File: config.mk
export PLATFORM = sky130hd
export DESIGN_NAME = ep0_host_csr
export DESIGN_NICKNAME = d
export VERILOG_FILES = /design/src/rtl/ep0_pkg.sv /design/src/rtl/ep0_xact_seq.sv /design/src/rtl/ep0_csr_bank.sv /design/src/rtl/ep0_irq_pulse.sv /design/src/rtl/ep0_host_csr.sv
export SDC_FILE = /design/constraint.sdc
export NUM_CORES = 1
export LEC_CHECK = 0
export BUFFER_PORTS_ARGS = -buffer_cell sky130_fd_sc_hd__buf_2
export CORE_AREA = 8 8 45 47
export DETAILED_ROUTE_END_ITERATION = 10
export DIE_AREA = 0 0 53 55
export GPL_ROUTABILITY_DRIVEN = 0
export PLACE_DENSITY = 0.66
export SYNTH_ARGS = -nofsm -noshare
export SYNTH_HDL_FRONTEND = slang
export SYNTH_SLANG_ARGS = --single-unit
File: constraint.sdc
create_clock -name clk -period 1.5 [get_ports clk]
set_input_delay 0.3 -clock clk [delete_from_list [all_inputs] [get_ports clk]]
set_output_delay 0.3 -clock clk [all_outputs]
set_load 0.1 [all_outputs]
File: src/rtl/ep0_pkg.sv
package ep0_pkg;

    localparam int CSR_W = 5;

    typedef enum logic [1:0] {
        RES_ACK    = 2'd0,
        RES_NAK    = 2'd1,
        RES_STALL  = 2'd2,
        RES_NORESP = 2'd3
    } res_kind_e;

    // Field order mirrors the read word, bit 4 down to bit 0.
    typedef struct packed {
        logic error;
        logic setup;
        logic stalled;
        logic txrdy;
        logic rxrdy;
    } csr_t;

    typedef struct packed {
        logic ack;
        logic stall;
        logic abort;
    } seq_evt_t;

    typedef enum logic [1:0] {
        SQ_IDLE  = 2'd0,
        SQ_ISSUE = 2'd1,
        SQ_WAIT  = 2'd2
    } seq_state_e;

    // A result that comes back from the device resets the silent-attempt count.
    function automatic logic is_handshake(input res_kind_e k);
        return (k == RES_ACK) || (k == RES_NAK) || (k == RES_STALL);
    endfunction

endpackage

File: src/rtl/ep0_xact_seq.sv
module ep0_xact_seq
    import ep0_pkg::*;
#(
    parameter int RETRY_LIMIT = 3
) (
    input  logic     clk,
    input  logic     rst,
    input  logic     launch,
    input  logic     res_valid,
    input  logic [1:0] res_kind,
    output logic     start,
    output seq_evt_t evt
);
    localparam int CNT_W = $clog2(RETRY_LIMIT + 1);
    localparam logic [CNT_W-1:0] LAST_TRY = CNT_W'(RETRY_LIMIT - 1);

    seq_state_e       state_q;
    logic [CNT_W-1:0] tries_q;
    res_kind_e        kind;
    logic             resp;
    logic             last;

    assign kind  = res_kind_e'(res_kind);
    assign resp  = (state_q == SQ_WAIT) && res_valid;
    assign last  = (tries_q == LAST_TRY);
    assign start = (state_q == SQ_ISSUE);

    always_comb begin
        evt       = '0;
        evt.ack   = resp && (kind == RES_ACK);
        evt.stall = resp && (kind == RES_STALL);
        evt.abort = resp && (kind == RES_NORESP) && last;
    end

    always_ff @(posedge clk) begin
        if (rst) begin
            state_q <= SQ_IDLE;
            tries_q <= '0;
        end else begin
            unique case (state_q)
                SQ_IDLE: begin
                    if (launch) begin
                        state_q <= SQ_ISSUE;
                        tries_q <= '0;
                    end
                end
                SQ_ISSUE: state_q <= SQ_WAIT;
                SQ_WAIT: begin
                    if (resp) begin
                        if (is_handshake(kind)) begin
                            tries_q <= '0;
                            state_q <= (kind == RES_NAK) ? SQ_ISSUE : SQ_IDLE;
                        end else if (last) begin
                            tries_q <= '0;
                            state_q <= SQ_IDLE;
                        end else begin
                            tries_q <= tries_q + 1'b1;
                            state_q <= SQ_ISSUE;
                        end
                    end
                end
                default: state_q <= SQ_IDLE;
            endcase
        end
    end
endmodule

File: src/rtl/ep0_csr_bank.sv
module ep0_csr_bank
    import ep0_pkg::*;
(
    input  logic             clk,
    input  logic             rst,
    input  logic             wr_en,
    input  logic [CSR_W-1:0] wr_data,
    input  seq_evt_t         evt,
    input  logic             rx_pkt,
    output csr_t             csr,
    output logic             toggle,
    output logic             launch
);
    csr_t wv;
    assign wv     = csr_t'(wr_data);
    assign launch = wr_en && wv.txrdy && !csr.txrdy;

    always_ff @(posedge clk) begin
        if (rst) begin
            csr    <= '0;
            toggle <= 1'b0;
        end else begin
            if (wr_en) begin
                csr.setup <= wv.setup;
                if (!wv.error)   csr.error   <= 1'b0;
                if (!wv.stalled) csr.stalled <= 1'b0;
                if (!wv.rxrdy)   csr.rxrdy   <= 1'b0;
                if (launch)      csr.txrdy   <= 1'b1;
            end
            // Hardware events take priority over software clears.
            if (evt.ack) csr.txrdy <= 1'b0;
            if (evt.stall) begin
                csr.stalled <= 1'b1;
                csr.txrdy   <= 1'b0;
            end
            if (evt.abort) begin
                csr.error <= 1'b1;
                csr.txrdy <= 1'b0;
            end
            if (rx_pkt) csr.rxrdy <= 1'b1;

            if (wr_en && wv.setup) toggle <= 1'b0;
            else if (evt.ack)      toggle <= !toggle;
        end
    end
endmodule

File: src/rtl/ep0_irq_pulse.sv
module ep0_irq_pulse #(
    parameter int N_SRC = 4
) (
    input  logic             clk,
    input  logic             rst,
    input  logic [N_SRC-1:0] src,
    output logic             irq
);
    always_ff @(posedge clk) begin
        if (rst) irq <= 1'b0;
        else     irq <= |src;
    end
endmodule

File: src/rtl/ep0_host_csr.sv
module ep0_host_csr
    import ep0_pkg::*;
#(
    parameter int RETRY_LIMIT = 3
) (
    input  logic             clk,
    input  logic             rst,
    input  logic             csr_wr_en,
    input  logic [CSR_W-1:0] csr_wr_data,
    output logic [CSR_W-1:0] csr_rd_data,
    input  logic             res_valid,
    input  logic [1:0]       res_kind,
    input  logic             rx_pkt,
    output logic             xact_start,
    output logic             xact_setup,
    output logic             xact_data1,
    output logic             ep0_irq
);
    localparam int N_IRQ = 4;

    csr_t            csr;
    seq_evt_t        evt;
    logic            launch;
    logic            toggle;
    logic [N_IRQ-1:0] irq_src;

    ep0_csr_bank u_bank (
        .clk     (clk),
        .rst     (rst),
        .wr_en   (csr_wr_en),
        .wr_data (csr_wr_data),
        .evt     (evt),
        .rx_pkt  (rx_pkt),
        .csr     (csr),
        .toggle  (toggle),
        .launch  (launch)
    );

    ep0_xact_seq #(.RETRY_LIMIT(RETRY_LIMIT)) u_seq (
        .clk       (clk),
        .rst       (rst),
        .launch    (launch),
        .res_valid (res_valid),
        .res_kind  (res_kind),
        .start     (xact_start),
        .evt       (evt)
    );

    assign irq_src = {rx_pkt, evt.abort, evt.stall, evt.ack};

    ep0_irq_pulse #(.N_SRC(N_IRQ)) u_irq (
        .clk (clk),
        .rst (rst),
        .src (irq_src),
        .irq (ep0_irq)
    );

    assign csr_rd_data = csr;
    assign xact_setup  = csr.setup;
    assign xact_data1  = toggle;
endmodule

Word-level counts from Yosys, hierarchy flattened --
Cells that the tools add are included.
Word-level totals: register bits after elaboration 11, input port bits 12, output and inout port bits 9
Cells by class: $add $sub $neg 1, eq/ne operators 11, muxes and demuxes 20, reductions and logical operators 27
Operators with widths (count):
- 2-bit 2-to-1 mux | 8
- 2-bit AND reduction | 5
- 1-bit 2-to-1 mux | 9
- 2-bit == test (second input constant) | 4
- 1-bit logical AND | 8
- 2-bit by 1-bit inequality test with 1-bit output (second input constant) | 4
- 2-bit nonzero test | 4
- 4-bit OR reduction | 2
- 2-bit case mux with 3 select lines | 1
- 5-bit 2-to-1 mux | 1
- 2-bit by 1-bit == test with 1-bit output (second input constant) | 2
- 2-bit logical NOT | 2
- 2-bit case mux with 2 select lines | 1
- 3-bit AND reduction | 1
- 2-bit by 1-bit adder with 2-bit output (second input constant) | 1
- 1-bit logical NOT | 2
- 1-bit logical OR | 2
- 2-bit inequality test (second input constant) | 1
- 2-bit OR reduction | 1

Longest topological paths before layout --
Gate-level depths: netlist (run 1).
depth after elaboration 6, depth in mapped cells 3, gate-level depth less buffers 3

By module --
A second synthesis (run 1) with hierarchy kept.
Second synthesis, totals: cell total of the unflattened synthesis 53, area, all modules 498.0 um^2
By module, submodules not included:
- ep0_xact_seq | times used 1, cells each 25, area each 237.7 um^2
- ep0_csr_bank | times used 1, cells each 24, area each 222.7 um^2
- ep0_irq_pulse | times used 1, cells each 3, area each 30.0 um^2
- ep0_host_csr | times used 1, cells each 1, area each 7.5 um^2

Least setup slack after synthesis (run 1) --
OpenSTA, ideal clock, no wires.
kind flip-flop to flip-flop, start point register u_bank.csr[1] (netlist name), end point register u_seq.tries_q[1], setup time 0.095 ns, arrival time 1.790 ns, setup slack -0.386 ns, cell stages (with the launch flop) 4, buffers on the path 0, clock period less this slack 1.886 ns, cell sequence dfxtp_1 and4bb_1 or4b_1 o311ai_1
On the way: cells in the longest elaborated chain, start to end 4
RTL lines:
- 1-bit logical NOT | RTL line ep0_csr_bank.sv:16 | assign launch = wr_en && wv.txrdy && !csr.txrdy;
- 1-bit logical AND | RTL line ep0_csr_bank.sv:16
- 2-bit inequality test (no line)
- 3-bit AND reduction (no line)
- end signal: assignment | RTL line ep0_xact_seq.sv:57 | tries_q <= tries_q + 1'b1;
- end: declaration | RTL line ep0_xact_seq.sv:18 | logic [CNT_W-1:0] tries_q;
No other way between the ends. A chain may end at the register's enable or synchronous reset.

Worst setup path after layout (run 1) --
start point register u_seq.state_q[1], end point output port xact_start
On the way: cells in the longest elaborated chain, start to end 1
RTL lines:
- start: declaration | RTL line ep0_xact_seq.sv:17 | seq_state_e state_q;
- start signal: assignment | RTL line ep0_xact_seq.sv:52 | state_q <= (kind == RES_NAK) ? SQ_ISSUE : SQ_IDLE;
- 2-bit by 1-bit == test with 1-bit output | RTL line ep0_xact_seq.sv:26 | assign start = (state_q == SQ_ISSUE);
- end: declaration | RTL line ep0_host_csr.sv:14 | output logic xact_start,
No other way between the ends.

==> reports/metrics.json, run 1 <==
{
  "min_clock_period_post_route": {"value": 1.400, "unit": "ns"},
  "synth_warnings": {"value": 0},
  "syn-num-nets": {"value": 66},
  "critical_path.endpoint_type": {"value": "output pin"},
  "layout_common_cells": {"value": "19 x sky130_fd_sc_hd__buf_2, 8 x sky130_fd_sc_hd__dfxtp_1, 5 x sky130_fd_sc_hd__a21oi_1"},
  "dp.final_hpwl": {"value": 926.5, "unit": "um"},
  "route.detailed.drc": {"value": 0},
  "grt.total_usage": {"value": 0.08488},
  "dr_total_vias": {"value": 475},
  "antennaDiodeCount": {"value": 0},
  "ys_ff_latch": {"value": 11},
  "power.ir.vdd_worst": {"value": 0.0004340, "unit": "V"},
  "worstMarginPinSlew": {"value": 0.4876, "unit": "ns"},
  "first_global_vias": {"value": 454},
  "floorplan.initialDensity": {"value": 0.3662},
  "drt_first_iter_violations": {"value": 6},
  "relSlewSlack": {"value": 0.6772},
  "synth_cell_types": {"value": 29},
  "cts_tree": {"value": "built"},
  "first_pass_grt_wire_length": {"value": 1869, "unit": "um"},
  "wl": {"value": 1206, "unit": "um"},
  "report.final.slew_viol_count": {"value": 0},
  "post_cts.repair.setup_buffers": {"value": 0},
  "crit_path_dat": {"value": 1.10, "unit": "ns"},
  "cts-resized-gates": {"value": 0},
  "antenna_found_initial": {"value": 0},
  "final_net_count": {"value": 89},
  "dp_worst_setup_slack": {"value": 0.1425, "unit": "ns"},
  "cts.sinks": {"value": 11},
  "hold_class": {"value": "in2reg"},
  "final.period_utilization": {"value": 0.9332},
  "global_route.overflow_total": {"value": 0},
  "worst_slack": {"value": 0.1001, "unit": "ns"},
  "cts-buffers-inserted": {"value": 3},
  "cp.required": {"value": 1.20, "unit": "ns"},
  "pwr_density_cell": {"value": 989.4, "unit": "nW/um2"},
  "clockRootBuffer": {"value": "sky130_fd_sc_hd__clkbuf_4"},
  "pin_count": {"value": 21},
  "cts_hold_buffers": {"value": 0},
  "final-hold-violation-count": {"value": 0},
  "drive_gt1_frac": {"value": 0.3684},
  "max_freq": {"value": 714.4, "unit": "MHz"},
  "synth_area_per_cell": {"value": 9.384, "unit": "um2"},
  "run_status": {"value": "finished, final reports clean"},
  "critical_path.startpoint_type": {"value": "flop"},
  "synthesis.area": {"value": 506.7, "unit": "um2"},
  "count_of_buffers_from_port_buffering": {"value": 20},
  "leakagePower": {"value": 0.2779, "unit": "nW"},
  "number_of_standard_cells_after_synthesis": {"value": 54},
  "finish.instance_area": {"value": 660.6, "unit": "um2"},
  "placementRows": {"value": 14},
  "layout.cells.most_common": {"value": "sky130_fd_sc_hd__buf_2"},
  "synth_seq_area_share": {"value": 0.4346},
  "chipHeight": {"value": 55, "unit": "um"},
  "timing.final.setup_violations": {"value": 0},
  "detail_route.vias_per_cell": {"value": 5.163},
  "ant_nets": {"value": 0},
  "detailed_place.area": {"value": 634.4, "unit": "um2"},
  "h-tree-depth": {"value": 1},
  "fp.dieW": {"value": 53, "unit": "um"},
  "grt_setup_unrepaired": {"value": "no"},
  "clk_transition_reported_paths": {"value": 0.07, "unit": "ns"},
  "grt_max_degree": {"value": 16},
  "path_max_fanout": {"value": 7},
  "area.growth.synth_to_final": {"value": 30.37, "unit": "%"},
  "dieArea": {"value": 2915, "unit": "um2"},
  "max_cap_violations": {"value": 0},
  "post_drt_wl_per_cell": {"value": 13.11, "unit": "um"},
  "placeableCoreArea": {"value": 1384, "unit": "um2"},
  "worstSkewPairLatency": {"value": 0.26, "unit": "ns"},
  "detail_route.first_pass.iterations": {"value": 4},
  "criticalPathCategory": {"value": "reg2out"},
  "cts-root-to-sink-buffers": {"value": 2},
  "timing.clock.skew": {"value": 0.003350, "unit": "ns"}
}
[worst paths after layout]
path	startpoint	depth (start not counted)	slack (ns)	end
worst max-delay path	u_seq.state_q[1]	2	0.10	xact_start
worst min-delay path	csr_wr_data[3]	2	0.22	u_bank.toggle
worst max register to register	u_seq.state_q[1]	3	0.14	u_seq.tries_q[1]
worst min register to register	u_bank.csr[2]	2	0.47	u_bank.csr[2]
[stage by stage]
step	hold slack, ns	utilization	std cells	TNS [ns]	total power [W]
2_1_floorplan	0.3809	-	54	-0.07109	0.0004180
3_3_place_gp	0.4613	0.4584	88	0	0.0004580
3_5_place_dp	0.4639	0.4584	88	0	0.0004592
4_1_cts	0.2125	0.4774	92	0	0.0006565
5_1_grt	0.2165	0.4774	92	0	0.0006855
6_report	0.2156	0.4774	92	0	0.0006536
[state kept, by name (all words and copies together), names as in the netlist]
register / flops
u_bank.csr: 5
u_irq.irq: 1
u_seq.state_q: 2
u_bank.toggle: 1
u_seq.tries_q: 2
[cells by family (layout without fill, tap and decap cells)]
logic type             Yosys count  after routing  share of synthesized area
flip-flops                      11             11                     0.4346
buffers and inverters            4             26                    0.03704
AND/OR/NAND/NOR                 22             22                     0.2840
multiplexers                     1              1                    0.01975
AO/OA/AOI/OAI                   16             16                     0.2247
[cell type report]
| cell class | instances | area (um2) |
|---|---|---|
| repair buffers | 20 | 115.1 |
| well taps | 16 | 20.02 |
| flip-flops and latches | 11 | 224.0 |
| fillers | 137 | 723.2 |
| inverters | 2 | 7.507 |
| multi-input cells | 39 | 267.8 |
| clock buffers | 4 | 26.28 |
[Yosys cell counts]
master | count | area share
sky130_fd_sc_hd__o311ai_1 | 1 | 0.017
sky130_fd_sc_hd__or4b_1 | 1 | 0.020
sky130_fd_sc_hd__o31ai_1 | 1 | 0.015
sky130_fd_sc_hd__and4bb_1 | 1 | 0.025
sky130_fd_sc_hd__o21ai_0 | 3 | 0.030
sky130_fd_sc_hd__inv_1 | 2 | 0.015
sky130_fd_sc_hd__dfxtp_1 | 11 | 0.43
sky130_fd_sc_hd__mux2i_1 | 1 | 0.020
sky130_fd_sc_hd__or4_1 | 1 | 0.015
sky130_fd_sc_hd__nor2_1 | 4 | 0.030
sky130_fd_sc_hd__nand4_1 | 2 | 0.025
sky130_fd_sc_hd__a221oi_2 | 1 | 0.030
sky130_fd_sc_hd__nor2b_1 | 1 | 0.012
sky130_fd_sc_hd__a21oi_1 | 5 | 0.049
sky130_fd_sc_hd__and2b_1 | 1 | 0.015
sky130_fd_sc_hd__nand3b_1 | 4 | 0.059
sky130_fd_sc_hd__nand2_1 | 2 | 0.015
sky130_fd_sc_hd__a21o_1 | 1 | 0.015
sky130_fd_sc_hd__nand2b_1 | 1 | 0.012
sky130_fd_sc_hd__buf_1 | 1 | 0.0074
sky130_fd_sc_hd__nor3b_1 | 1 | 0.015
sky130_fd_sc_hd__nand3_1 | 1 | 0.0099
sky130_fd_sc_hd__a2111oi_0 | 1 | 0.017
sky130_fd_sc_hd__a211oi_1 | 1 | 0.015
sky130_fd_sc_hd__and3b_2 | 1 | 0.020
sky130_fd_sc_hd__buf_4 | 1 | 0.015
sky130_fd_sc_hd__and2_1 | 1 | 0.012
sky130_fd_sc_hd__o32a_1 | 1 | 0.020
sky130_fd_sc_hd__o41ai_1 | 1 | 0.017
[worst max-delay path: stages (launching register included)]
cell                      delay (ns)
sky130_fd_sc_hd__dfxtp_1        0.42
sky130_fd_sc_hd__and2b_1        0.24
sky130_fd_sc_hd__buf_12         0.17
[per-layer routing]
metal / vias up / GRT usage / share of wire
met5: - / 0 / 0
met4: 0 / 0.05172 / 0.017
met3: 2 / 0.02941 / 0.090
met2: 14 / 0.1387 / 0.44
met1: 210 / 0.09327 / 0.46
li1: 249 / - / -
[power breakdown]
part / switching (W) / total [W] / internal [W] / leakage [nW]
registers: 0.00000777 / 0.000310 / 0.000303 / 0.0910
logic: 0.000107 / 0.000141 / 0.0000348 / 0.172
clock network: 0.0000990 / 0.000202 / 0.000103 / 0.0150
Note: power is estimated with default switching activity, not from simulation.
==> run 2, diff against run 1 <==
Clock period 1.5 ns to 1.7 ns, I/O delays scaled along.
==> run 2 against run 1 <==
- clock skew fell by 0.00085 ns
- wire length fell by 2.1%
- via count rose by 5.3%
- sequential power fell by 12%
- power fell by 13%
- register-to-register slack improved by 0.19 ns
- sequential share of layout area rose by 0.66 points
==> reports/metrics.json, run 2 (same netlist as run 1, synthesis figures left out) <==
{
  "power.ir.vdd_worst": {"value": 0.0003171, "unit": "V", "change": "-27%"},
  "final_net_count": {"value": 89, "change": "unchanged"},
  "fp.dieW": {"value": 53, "unit": "um", "change": "unchanged"},
  "relSlewSlack": {"value": 0.6769, "change": "about the same"},
  "floorplan.initialDensity": {"value": 0.3662, "change": "unchanged"},
  "detail_route.vias_per_cell": {"value": 5.435, "change": "+5.3%"},
  "chipHeight": {"value": 55, "unit": "um", "change": "unchanged"},
  "post_drt_wl_per_cell": {"value": 12.84, "unit": "um", "change": "-2.1%"},
  "detail_route.first_pass.iterations": {"value": 4, "change": "unchanged"},
  "area.growth.synth_to_final": {"value": 27.16, "unit": "%"},
  "ant_nets": {"value": 0, "change": "unchanged"},
  "pwr_density_cell": {"value": 887.3, "unit": "nW/um2", "change": "-10%"},
  "report.final.slew_viol_count": {"value": 0, "change": "unchanged"},
  "timing.final.setup_violations": {"value": 0, "change": "unchanged"},
  "crit_path_dat": {"value": 1.27, "unit": "ns", "change": "+0.17 ns"},
  "cts.sinks": {"value": 11, "change": "unchanged"},
  "drt_first_iter_violations": {"value": 9, "change": "+3"},
  "flip_flop_count_of_the_largest_register_all_copies_and_words_added": {"value": 5, "change": "unchanged"},
  "cts-buffers-inserted": {"value": 3, "change": "unchanged"},
  "fillCellCount": {"value": 145, "change": "+5.8%"},
  "clockRootBuffer": {"value": "sky130_fd_sc_hd__clkbuf_4"},
  "final.period_utilization": {"value": 0.9446},
  "placeableCoreArea": {"value": 1384, "unit": "um2", "change": "unchanged"},
  "cts_hold_buffers": {"value": 0, "change": "unchanged"},
  "pin_count": {"value": 21, "change": "unchanged"},
  "max_freq": {"value": 622.7, "unit": "MHz"},
  "seqCellArea": {"value": 222.7, "unit": "um2", "change": "-0.56%"},
  "clk_transition_reported_paths": {"value": 0.07, "unit": "ns", "change": "about the same"},
  "setup-tns-final": {"value": 0, "unit": "ns", "change": "unchanged"},
  "grt_setup_unrepaired": {"value": "no"},
  "cts-resized-gates": {"value": 0, "change": "unchanged"},
  "first_global_vias": {"value": 453, "change": "-0.22%"},
  "worstMarginPinSlew": {"value": 0.4880, "unit": "ns", "change": "+0.0004002 ns"},
  "hold_class": {"value": "in2reg"},
  "h-tree-depth": {"value": 1, "change": "unchanged"},
  "count_of_buffers_from_port_buffering": {"value": 20, "change": "unchanged"},
  "dieArea": {"value": 2915, "unit": "um2", "change": "unchanged"},
  "placementRows": {"value": 14, "change": "unchanged"},
  "wl": {"value": 1181, "unit": "um", "change": "-2.1%"},
  "leakagePower": {"value": 0.2744, "unit": "nW", "change": "-1.3%"},
  "run_status": {"value": "finished, final reports clean"},
  "grt.total_usage": {"value": 0.08448, "change": "-0.0004089"},
  "path_max_fanout": {"value": 7, "change": "unchanged"},
  "antennaDiodeCount": {"value": 0, "change": "unchanged"},
  "max_cap_violations": {"value": 0, "change": "unchanged"},
  "cts_tree": {"value": "built"},
  "antenna_found_initial": {"value": 0, "change": "unchanged"},
  "grt_max_degree": {"value": 16, "change": "unchanged"},
  "reg_top3": {"value": "u_bank.csr (5), u_seq.state_q (2), u_seq.tries_q (2)"},
  "cp.required": {"value": 1.36, "unit": "ns", "change": "+0.16 ns"},
  "min_clock_period_post_route": {"value": 1.606, "unit": "ns"},
  "route.detailed.drc": {"value": 0, "change": "unchanged"},
  "global_route.overflow_total": {"value": 0, "change": "unchanged"},
  "dp.final_hpwl": {"value": 915.9, "unit": "um", "change": "-1.1%"},
  "timing.clock.skew": {"value": 0.002498, "unit": "ns", "change": "-0.0008523 ns"},
  "critical_path.endpoint_type": {"value": "output pin"},
  "critical_path.startpoint_type": {"value": "flop"},
  "layout.cells.most_common": {"value": "sky130_fd_sc_hd__buf_2"},
  "final-hold-violation-count": {"value": 0, "change": "unchanged"},
  "first_pass_grt_wire_length": {"value": 1849, "unit": "um", "change": "-1.1%"},
  "max_flop_register": {"value": "u_bank.csr"},
  "finalHoldWorstSlack": {"value": 0.2654, "unit": "ns", "change": "+0.04979 ns"},
  "multi_input_comb_area": {"value": 267.8, "unit": "um2", "change": "unchanged"},
  "worstSkewPairLatency": {"value": 0.27, "unit": "ns", "change": "about the same"},
  "criticalPathCategory": {"value": "reg2out"},
  "dr_total_vias": {"value": 500, "change": "+5.3%"},
  "layout_common_cells": {"value": "20 x sky130_fd_sc_hd__buf_2, 9 x sky130_fd_sc_hd__dfxtp_1, 5 x sky130_fd_sc_hd__a21oi_1"},
  "drive_gt1_frac": {"value": 0.3553, "change": "-0.01316"},
  "cts-root-to-sink-buffers": {"value": 2, "change": "unchanged"},
  "post_cts.repair.setup_buffers": {"value": 0, "change": "unchanged"}
}
-- run 2: cell counts in the layout (fill, tap and decap cells not counted) --
No cell type changed its count.
-- run 2: final timing paths --
kind	startpoint	end	slack [ns]	cells after the start
hold reg to reg	u_bank.csr[2]	u_bank.csr[2]	0.47	2
setup / recovery	u_seq.state_q[0]	xact_start	0.09	2
hold / removal	csr_wr_data[3]	u_bank.toggle	0.27	2
setup reg to reg	u_seq.state_q[1]	u_seq.tries_q[1]	0.33	3
-- run 2: through the flow --
step,utilization,cells,power (W),worst slack (ns),instance area [um2]
floorplan,-,54,0.0003688,0.1106,509.2
global placement,0.4467,88,0.0003994,0.3244,618.1
detailed placement,0.4467,88,0.0003999,0.3021,618.1
CTS,0.4656,92,0.0005742,0.09694,644.4
global route,0.4656,92,0.0005996,0.005596,644.4
finish,0.4656,92,0.0005717,0.09418,644.4
-- run 2: critical path, cell delays in order, from the launching register on --
cell	delay, ns
sky130_fd_sc_hd__dfxtp_1	0.41
sky130_fd_sc_hd__and2b_1	0.16
sky130_fd_sc_hd__buf_2	0.42
-- run 2: per-layer routing --
| layer | track usage | wire [um] | vias up |
|---|---|---|---|
| met4 | 0.05603 | 31 | 0 |
| li1 | - | - | 251 |
| met5 | 0 | 0 | - |
| met1 | 0.09677 | 482 | 219 |
| met3 | 0.03209 | 148 | 4 |
| met2 | 0.1289 | 518 | 26 |
-- run 2: report_power, final --
part / internal (W) / total, W / switching, W / leakage, nW
Combinational: 0.0000268 / 0.000120 / 0.0000934 / 0.169
Clock: 0.0000908 / 0.000178 / 0.0000874 / 0.0150
Sequential: 0.000267 / 0.000273 / 0.00000637 / 0.0905
Total: 0.000385 / 0.000572 / 0.000187 / 0.274
-- run 2: area by class of cell --
class,count,share of cell area
Clock buffer,4,0.04078
Inverter,2,0.01165
Multi-Input combinational cell,39,0.4155
Sequential cell,11,0.3456
Tap cell,16,0.03107
Timing Repair Buffer,20,0.1553
